<file path="config.mk">
export PLATFORM = sky130hd
export DESIGN_NAME = qsine_demod
export DESIGN_NICKNAME = d
export VERILOG_FILES = /design/src/rtl/qsd_pkg.sv /design/src/rtl/qsd_phase_gen.sv /design/src/rtl/qsd_sine_rom.sv /design/src/rtl/qsd_sign_sel.sv /design/src/rtl/qsine_demod.sv
export SDC_FILE = /design/constraint.sdc
export NUM_CORES = 1
export LEC_CHECK = 0
export BUFFER_PORTS_ARGS = -buffer_cell sky130_fd_sc_hd__buf_2
export CAP_MARGIN = 20
export CELL_PAD_IN_SITES_DETAIL_PLACEMENT = 0
export CELL_PAD_IN_SITES_GLOBAL_PLACEMENT = 1
export CORE_MARGIN = 2
export CORE_UTILIZATION = 45
export CTS_BUF_LIST = sky130_fd_sc_hd__clkbuf_4
export DETAILED_ROUTE_END_ITERATION = 7
export PLACE_DENSITY_LB_ADDON = 0.1
export SLEW_MARGIN = 20
export SYNTH_ARGS = -nofsm -noshare
export SYNTH_HDL_FRONTEND = slang
export SYNTH_SLANG_ARGS = --single-unit
</file>
<file path="constraint.sdc">
create_clock -name clk -period 5.65 [get_ports clk]
set_input_delay 0 -clock clk [delete_from_list [all_inputs] [get_ports clk]]
set_output_delay 0 -clock clk [all_outputs]
set_load 0.02 [all_outputs]
</file>
<file path="src/rtl/qsd_pkg.sv">
`timescale 1ns/1ps
package qsd_pkg;

  // Reference magnitude for table slot idx of a wave of `period` samples,
  // taken half a sample into the slot so quarter folding is exact.
  function automatic int sine_code(input int idx, input int period, input int mag_w);
    real ang;
    real s;
    ang = 2.0 * 3.141592653589793 * (real'(idx) + 0.5) / real'(period);
    s   = $sin(ang);
    return int'(s * real'((2 ** mag_w) - 1));
  endfunction

endpackage

</file>
<file path="src/rtl/qsd_phase_gen.sv">
`timescale 1ns/1ps
module qsd_phase_gen #(
  parameter int PH_W = 8
) (
  input  logic            clk,
  input  logic            rst_n,
  input  logic            en,
  output logic [PH_W-1:0] phase_o,
  output logic            sense_o,
  output logic            wrap_o
);
  localparam logic [PH_W-1:0] PH_LAST = '1;

  logic [PH_W-1:0] phase_q;

  // wrap: last sample of the cycle, square wave about to rise
  assign wrap_o  = en && (phase_q == PH_LAST);
  assign sense_o = ~phase_q[PH_W-1];
  assign phase_o = phase_q;

  always_ff @(posedge clk or negedge rst_n) begin
    if (!rst_n)       phase_q <= '0;
    else if (wrap_o)  phase_q <= '0;
    else if (en)      phase_q <= phase_q + PH_W'(1);
  end

  p_hold_r2: assert property (@(posedge clk) disable iff (!rst_n)
    !en |=> $stable(phase_q));

  p_step_r2: assert property (@(posedge clk) disable iff (!rst_n)
    (en && !wrap_o) |=> (phase_q == $past(phase_q) + PH_W'(1)));

  p_wrap_r4: assert property (@(posedge clk) disable iff (!rst_n)
    wrap_o |=> (phase_q == '0) && $rose(sense_o));

  p_fall_r3: assert property (@(posedge clk) disable iff (!rst_n)
    $fell(sense_o) |-> (phase_q == {1'b1, {(PH_W-1){1'b0}}}));

endmodule

</file>
<file path="src/rtl/qsd_sine_rom.sv">
`timescale 1ns/1ps
module qsd_sine_rom #(
  parameter int PH_W  = 8,
  parameter int MAG_W = 15
) (
  input  logic [PH_W-1:0]  phase_i,
  output logic [MAG_W-1:0] mag_o,
  output logic             neg_o
);
  localparam int IDX_W = PH_W - 2;
  localparam int QLEN  = 2 ** IDX_W;
  localparam int FULL  = 4 * QLEN;

  logic [MAG_W-1:0] tbl [QLEN];

  for (genvar g = 0; g < QLEN; g++) begin : g_tbl
    localparam int CODE = qsd_pkg::sine_code(g, FULL, MAG_W);
    assign tbl[g] = MAG_W'(CODE);
  end

  logic             reverse;
  logic [IDX_W-1:0] idx;

  // second and fourth quarters walk the table backwards (~k == last-k)
  assign reverse = phase_i[PH_W-2];
  assign idx     = reverse ? ~phase_i[IDX_W-1:0] : phase_i[IDX_W-1:0];
  assign mag_o   = tbl[idx];
  assign neg_o   = phase_i[PH_W-1];

endmodule

</file>
<file path="src/rtl/qsd_sign_sel.sv">
`timescale 1ns/1ps
module qsd_sign_sel #(
  parameter int MAG_W = 15,
  parameter int OUT_W = 16
) (
  input  logic                    clk,
  input  logic                    rst_n,
  input  logic                    en,
  input  logic                    sd_bit,
  input  logic [MAG_W-1:0]        mag_i,
  input  logic                    neg_i,
  output logic signed [OUT_W-1:0] demod_o
);
  localparam logic signed [OUT_W-1:0] MOST_NEG = {1'b1, {(OUT_W-1){1'b0}}};

  function automatic logic signed [OUT_W-1:0] widen(input logic [MAG_W-1:0] m);
    return $signed({{(OUT_W-MAG_W){1'b0}}, m});
  endfunction

  // negation clamped to keep the range symmetric
  function automatic logic signed [OUT_W-1:0] sat_neg(input logic signed [OUT_W-1:0] v);
    logic signed [OUT_W-1:0] n;
    n = -v;
    return (n == MOST_NEG) ? MOST_NEG + OUT_W'(1) : n;
  endfunction

  logic                    flip;
  logic signed [OUT_W-1:0] pos_val;
  logic signed [OUT_W-1:0] sel_val;

  // reference sign xor input sign: bit 0 stands for -1
  assign flip    = neg_i ^ ~sd_bit;
  assign pos_val = widen(mag_i);
  assign sel_val = flip ? sat_neg(pos_val) : pos_val;

  always_ff @(posedge clk or negedge rst_n) begin
    if (!rst_n)  demod_o <= '0;
    else if (en) demod_o <= sel_val;
  end

  p_no_overflow_r8: assert property (@(posedge clk) disable iff (!rst_n)
    demod_o != MOST_NEG);

  p_hold_out_r2: assert property (@(posedge clk) disable iff (!rst_n)
    !en |=> $stable(demod_o));

  p_odd_sym_r6: assert property (@(posedge clk) disable iff (!rst_n)
    (en && flip && mag_i != '0) |=> demod_o < 0);

endmodule

</file>
<file path="src/rtl/qsine_demod.sv">
`timescale 1ns/1ps
module qsine_demod #(
  parameter int PH_W  = 8,
  parameter int MAG_W = 15,
  parameter int OUT_W = 16
) (
  input  logic             clk,
  input  logic             rst_n,
  input  logic             sample_en,
  input  logic             sd_bit,
  output logic [OUT_W-1:0] demod_o,
  output logic             sense_o
);
  logic [PH_W-1:0]         phase;
  logic                    wrap;
  logic [MAG_W-1:0]        mag;
  logic                    neg_half;
  logic signed [OUT_W-1:0] demod_s;

  qsd_phase_gen #(.PH_W(PH_W)) u_phase (
    .clk(clk), .rst_n(rst_n), .en(sample_en),
    .phase_o(phase), .sense_o(sense_o), .wrap_o(wrap)
  );

  qsd_sine_rom #(.PH_W(PH_W), .MAG_W(MAG_W)) u_rom (
    .phase_i(phase), .mag_o(mag), .neg_o(neg_half)
  );

  qsd_sign_sel #(.MAG_W(MAG_W), .OUT_W(OUT_W)) u_sel (
    .clk(clk), .rst_n(rst_n), .en(sample_en), .sd_bit(sd_bit),
    .mag_i(mag), .neg_i(neg_half), .demod_o(demod_s)
  );

  assign demod_o = demod_s;

  p_pos_quad_r5: assert property (@(posedge clk) disable iff (!rst_n)
    (sample_en && sd_bit && !neg_half) |=> !demod_s[OUT_W-1]);

  p_neg_half_r7: assert property (@(posedge clk) disable iff (!rst_n)
    (sample_en && sd_bit && neg_half) |=> demod_s[OUT_W-1]);

  p_wrap_sense_r4: assert property (@(posedge clk) disable iff (!rst_n)
    wrap |=> sense_o);

endmodule

</file>
* Word level (Yosys, flattened, before mapping)
Memory sizes are Yosys's and may differ from the RTL's.
Cells that the tools add are included.
** Word-level totals
- Register bits after elaboration :: 24
- ROM bits :: 960
- Input bits :: 4
- Output and inout bits :: 17
- Logic and storage cells :: 22
- Memories kept :: 1
** Memories
- (no name shown) :: words 64, width 15, rd ports 1, clocked after Yosys merged registers in 0, wr ports 0, line qsd_sine_rom.sv:27 : assign mag_o = tbl[idx];
** Operators by class
- Add/sub/neg operators :: 2
- Order comparisons :: 1
- Equal/unequal tests :: 2
- Mux-type cells :: 7
- Bitwise gates (word level) :: 5
- Reductions and logical operators :: 2
** Operators with widths (number)
- $mux W16 :: 2
- $mux W15 :: 2
- $eq A16 B16 Y1 const B :: 1
- $mux W8 :: 2
- $neg A15 Y16 :: 1
- $add A8 B1 Y8 const B :: 1
- $eq A8 B8 Y1 const B :: 1
- $ge A7 B7 Y1 const B :: 1
- $not A6 Y7 :: 1
- $mux W6 :: 1
- $not A6 Y6 :: 1
- $not A1 Y1 :: 2
- $reduce_bool A2 Y1 :: 1
- $logic_and A1 B1 Y1 :: 1
- $xor A1 B1 Y1 :: 1

* Logic depth before layout (Yosys ltp)
- Depth in word-level cells :: 10
- Gate-level depth with buffers :: 19
- Mapped depth without buffers :: 15

* Modules after synthesis
A second synthesis with hierarchy kept.
** Unflattened totals
- Cell total of the unflattened synthesis :: 560
- Area, all modules :: 3955.0 um2
** Modules (own cells, without submodules)
- qsd_sine_rom :: instances 1, cells an instance 388, area an instance 2429.8 um2, seq. area each 0.0 um2
- qsd_sign_sel :: instances 1, cells an instance 133, area an instance 1119.8 um2, seq. area each 400.4 um2
- qsd_phase_gen :: instances 1, cells an instance 39, area an instance 405.4 um2, seq. area each 200.2 um2

* Worst setup path before layout
OpenSTA, ideal clock, no wires.
- Path type :: reg-to-reg
- Start :: reg u_phase.phase_q[6], in the netlist u_phase.phase_o[6]
- End :: reg u_sel.demod_o[1]
- Setup time :: 121 ps
- Arrival :: 4046 ps
- Required time :: 5529 ps
- Path slack :: 1483 ps
- Stages on the path, launching flop included :: 20
- Buffers on the path :: 5
- Clock period less this slack :: 4167 ps
- Cell sequence :: dfrtp_1 -> buf_6 -> buf_6 -> buf_4 -> buf_4 -> xor2_1 -> inv_1 -> ha_1 -> clkbuf_1 -> and3_1 -> or4_1 -> a31o_2 -> o21a_1 -> ha_1 -> inv_1 -> nor4_1 -> and2_1 -> o31ai_2 -> a41oi_1 -> o22a_1
** Between the ends
- Word-level cells in the longest chain between the ends :: 9
** RTL lines
- start, declared :: line qsd_phase_gen.sv:14 : logic [PH_W-1:0] phase_q;
- start signal, assigned :: line qsd_phase_gen.sv:24 : else if (en) phase_q <= phase_q + PH_W'(1);
- $mux W6 * :: line qsd_sine_rom.sv:26 : assign idx = reverse ? ~phase_i[IDX_W-1:0] : phase_i[IDX_W-1:0];
- $not A6 Y7 (implied by the code) * :: line qsd_sine_rom.sv:27
- $mem_v2 Z64 W15 *
- $mux W15 (implied by the code) * (2 in a row) :: line qsd_sine_rom.sv:27
- $neg A15 Y16 :: line qsd_sign_sel.sv:23 : n = -v;
- $eq A16 B16 Y1 :: line qsd_sign_sel.sv:24 : return (n == MOST_NEG) ? MOST_NEG + OUT_W'(1) : n;
- $mux W16 :: line qsd_sign_sel.sv:24
- $mux W16 * :: line qsd_sign_sel.sv:34 : assign sel_val = flip ? sat_neg(pos_val) : pos_val;
- end signal, assigned :: line qsd_sign_sel.sv:38 : else if (en) demod_o <= sel_val;
- end, declared :: line qsd_sign_sel.sv:12 : output logic signed [OUT_W-1:0] demod_o
Mark *: on every way between the ends. The rest lies on a longest branch, timed or not. The select of a mux whose other input is x is not followed.
A chain may end at the register's enable or synchronous reset.

* Worst setup path after layout
- Start :: reg u_phase.phase_q[6], in the netlist u_phase.phase_o[6]
- End :: reg u_sel.demod_o[12]
The elaborated chain is that of the path after synthesis.

==> impl_metrics.json <==
{
  "run_status": "finished clean",
  "synthFlopType": "sky130_fd_sc_hd__dfrtp_1",
  "hp-start": "sd_bit",
  "worst_pin_slew_ns": 1.05,
  "final.fill_count": 960,
  "cts-htree-levels": 1,
  "ff2ff_setup_slack_ns": 0.80,
  "number_of_antenna_violations_at_the_first_check_in_global_routing": 0,
  "grt_first_pass_wirelength_um": 24800,
  "layout_worst_path_cycle_share_pct": 85.8,
  "final_setup_fails": 0,
  "ys_seq_elements": 24,
  "ctsLongestPathBuffers": 2,
  "worst_slew_margin_rel_pct": 29.5,
  "crit_required_ns": 5.87,
  "global_route.overflow_total": 0,
  "cpMaxStageDelayCell": "sky130_fd_sc_hd__dfrtp_2",
  "r2r_end": "u_sel.demod_o[12]",
  "library_cell_occupying_the_most_area_in_the_post_synthesis_netlist": "sky130_fd_sc_hd__dfrtp_1",
  "timing.critical_path.arrival_ns": 5.07,
  "insertedDiodeCount": 0,
  "gr-usage-met1_pct": 45.7,
  "rsz0062_at_grt": "false",
  "cts_buffer_count": 3,
  "crit_path_max_incr_delay_ns": 0.76,
  "critPathMaxFanout": 32,
  "reg2reg_from": "u_phase.phase_o[6]",
  "layout.nets": 552,
  "floorplan.io_pins": 21,
  "fp.coreArea_um2": 9110,
  "gr-usage-all-layers_pct": 32.0,
  "drcViolationCount": 0,
  "use_met3_pct": 8.91,
  "crit_path_cell_trace": "xor2_1 -> ha_1 -> inv_1 -> a31oi_4 -> a41oi_1 -> a211oi_2 -> nand4_2 -> nor4_1 -> and2_1 -> nor2_1 -> xnor2_1 -> mux2_2",
  "post_route_clock_skew_ns": 0.00521,
  "synth.distinct_cells": 86,
  "detail_route.iter0.violations": 568,
  "min_period_ns": 4.85,
  "slew_viol_final": 0,
  "asyncSetResetFlopFracSynth_pct": 100,
  "hpwl_um": 11600,
  "place.port_buffers": 20,
  "min_to": "u_sel.demod_o[13]",
  "path_buf_inv": 1,
  "routed_wirelength_um": 16000,
  "cts.repair_timing.setup_buffer_count": 0,
  "post_synth_instance_area_um2": 4160,
  "synth.yosys.seq_area_share_pct": 14.5,
  "clock_insertion_delay_worst_skew_ns": 0.32,
  "die-area_um2": 10000,
  "drt_first_pass_iters": 5,
  "die_height_um": 100,
  "min-delay-path-class": "in2reg",
  "clock_sink_count": 24,
  "cts_hold_buf": 1,
  "initial_utilization_pct": 45.6,
  "synth_nets": 568,
  "min_delay_path_depth": 4,
  "fmaxAchievable_mhz": 206,
  "avg_wl_per_cell_um": 24.9,
  "setup-tns-final_ns": 0,
  "worst_path_dominant_cell_family": "simple AND/OR/NAND/NOR gates",
  "die_x_um": 100,
  "timing_worst_setup_path_type": "reg2reg",
  "ctsResizeCount": 0,
  "tritoncts_clock_tree": "built",
  "avg_cell_area_syn_um2": 7.58,
  "start_kind": "flop",
  "cap_viol_max_count": 0,
  "number_of_global_route_vias_before_repair": 4170,
  "grt_start_max_net_pins": 51,
  "final_common_cell": "sky130_fd_sc_hd__nand2_1",
  "yosys-top-cells-area": "sky130_fd_sc_hd__dfrtp_1, sky130_fd_sc_hd__ha_1, sky130_fd_sc_hd__o21ai_0",
  "post_synth_inst_count": 548,
  "area_growth_syn_to_layout_pct": 0.963,
  "gpl.final_weighted_congestion": 1.03,
  "post_drt_via_cell_ratio": 7.15,
  "drive_gt1_share_pct": 15.3,
  "ctsRootBufferMaster": "sky130_fd_sc_hd__clkbuf_4",
  "clk_pin_slew_ns": 0.15,
  "via_count": 4592,
  "layout_common_cells": "sky130_fd_sc_hd__nand2_1, sky130_fd_sc_hd__o21ai_0, sky130_fd_sc_hd__a21oi_1, sky130_fd_sc_hd__nor2_1, sky130_fd_sc_hd__nand2b_1",
  "row_count": 35,
  "gr-max-usage-layer": "met1",
  "antenna_left": 0,
  "synth_edf_count": 0,
  "grtUsageMet2_pct": 45.5,
  "worstRegToRegCells": 12,
  "hold_viol_final": 0,
  "worstSetupEndpointType": "flop",
  "synth_top_area_share_pct": 14.5,
  "ys.warnings.count": 0
}
==> cell usage after synthesis, types with 4 or more instances <==
cell	instances
sky130_fd_sc_hd__nand2_1	43
sky130_fd_sc_hd__o21ai_0	39
sky130_fd_sc_hd__a21oi_1	36
sky130_fd_sc_hd__nor2_1	35
sky130_fd_sc_hd__nand2b_1	26
sky130_fd_sc_hd__dfrtp_1	24
sky130_fd_sc_hd__xnor2_1	17
sky130_fd_sc_hd__ha_1	16
sky130_fd_sc_hd__clkbuf_1	15
sky130_fd_sc_hd__inv_1	15
sky130_fd_sc_hd__buf_2	14
sky130_fd_sc_hd__mux2_2	14
sky130_fd_sc_hd__nand3_1	12
sky130_fd_sc_hd__a211oi_1	11
sky130_fd_sc_hd__o22ai_1	11
sky130_fd_sc_hd__a22oi_1	10
sky130_fd_sc_hd__buf_4	10
sky130_fd_sc_hd__buf_6	10
sky130_fd_sc_hd__a31oi_1	9
sky130_fd_sc_hd__and2_1	9
sky130_fd_sc_hd__o211ai_1	9
sky130_fd_sc_hd__o221ai_1	9
sky130_fd_sc_hd__xor2_1	9
sky130_fd_sc_hd__nor3b_1	8
sky130_fd_sc_hd__a22o_1	7
sky130_fd_sc_hd__nor2b_1	7
sky130_fd_sc_hd__a221oi_1	6
sky130_fd_sc_hd__mux2i_1	6
sky130_fd_sc_hd__nand4_1	6
sky130_fd_sc_hd__nor3_1	6
sky130_fd_sc_hd__and3b_1	5
sky130_fd_sc_hd__or3_1	5
sky130_fd_sc_hd__a41oi_1	4
==> worst max-delay path by stage <==
stage,startpoint,endpoint,cells past startpoint
after floorplan,u_phase.phase_o[6],u_sel.demod_o[1],19
after global placement,u_phase.phase_o[6],u_sel.demod_o[12],15
after detailed placement,u_phase.phase_o[6],u_sel.demod_o[12],12
after CTS,u_phase.phase_o[6],u_sel.demod_o[12],12
after global routing,u_phase.phase_o[6],u_sel.demod_o[12],12
final,u_phase.phase_o[6],u_sel.demod_o[12],12
==> layer usage <==
layer	share of wire, %	wire [um]
met1	42	6750
met5	0	0
met3	12	1990
met2	41	6530
met4	4.4	701
==> tightest hold or removal path, cell delays in order <==
cell and delay [ns]:
sky130_fd_sc_hd__buf_2 0.11, sky130_fd_sc_hd__xor2_1 0.17, sky130_fd_sc_hd__nand2_1 0.10, sky130_fd_sc_hd__a31oi_1 0.08
==> cell families (layout without fill, tap and decap cells) <==
group,after synthesis,count (layout),synth area share (%)
compound gates,196,196,33.8
xor+xnor,26,26,5.48
fa+ha+maj,16,16,4.82
buf+inv,69,52,9.64
flops,24,24,14.5
mux,20,20,5.24
simple gates,197,197,26.6
==> flip-flops by register name, summed over array words and instances (netlist names) <==
| name | cells |
|---|---|
| u_sel.demod_o | 16 |
| u_phase.phase_o | 8 |
==> stage by stage <==
| stage | util [%] | setup slack [ns] | hold WS, ns | cells | area [um^2] |
|---|---|---|---|---|---|
| after floorplan | - | 1.48 | -0.296 | 548 | 4160 |
| after global placement | 45.4 | 1.00 | 0.0113 | 637 | 4130 |
| after detailed placement | 45.4 | 0.963 | 0.0147 | 637 | 4130 |
| after CTS | 46.1 | 0.909 | 0.139 | 642 | 4200 |
| after global routing | 46.1 | 0.482 | 0.173 | 642 | 4200 |
| final | 46.1 | 0.804 | 0.154 | 642 | 4200 |
==> final cells by class <==
cell class              count  area, um^2  share of cell area, %
multi-input cells         455        3150                   75.2
repair buffers             30         178                   4.24
clock buffers               3        22.5                  0.537
inverters                  18        67.6                   1.61
clock inverters             1        30.0                  0.716
flip-flops and latches     24         604                   14.4
well taps                 111         139                   3.31
Power is left out: the tool's default activity adds up to more than one toggle a clock period on the data nets, which glitch-free logic cannot reach.
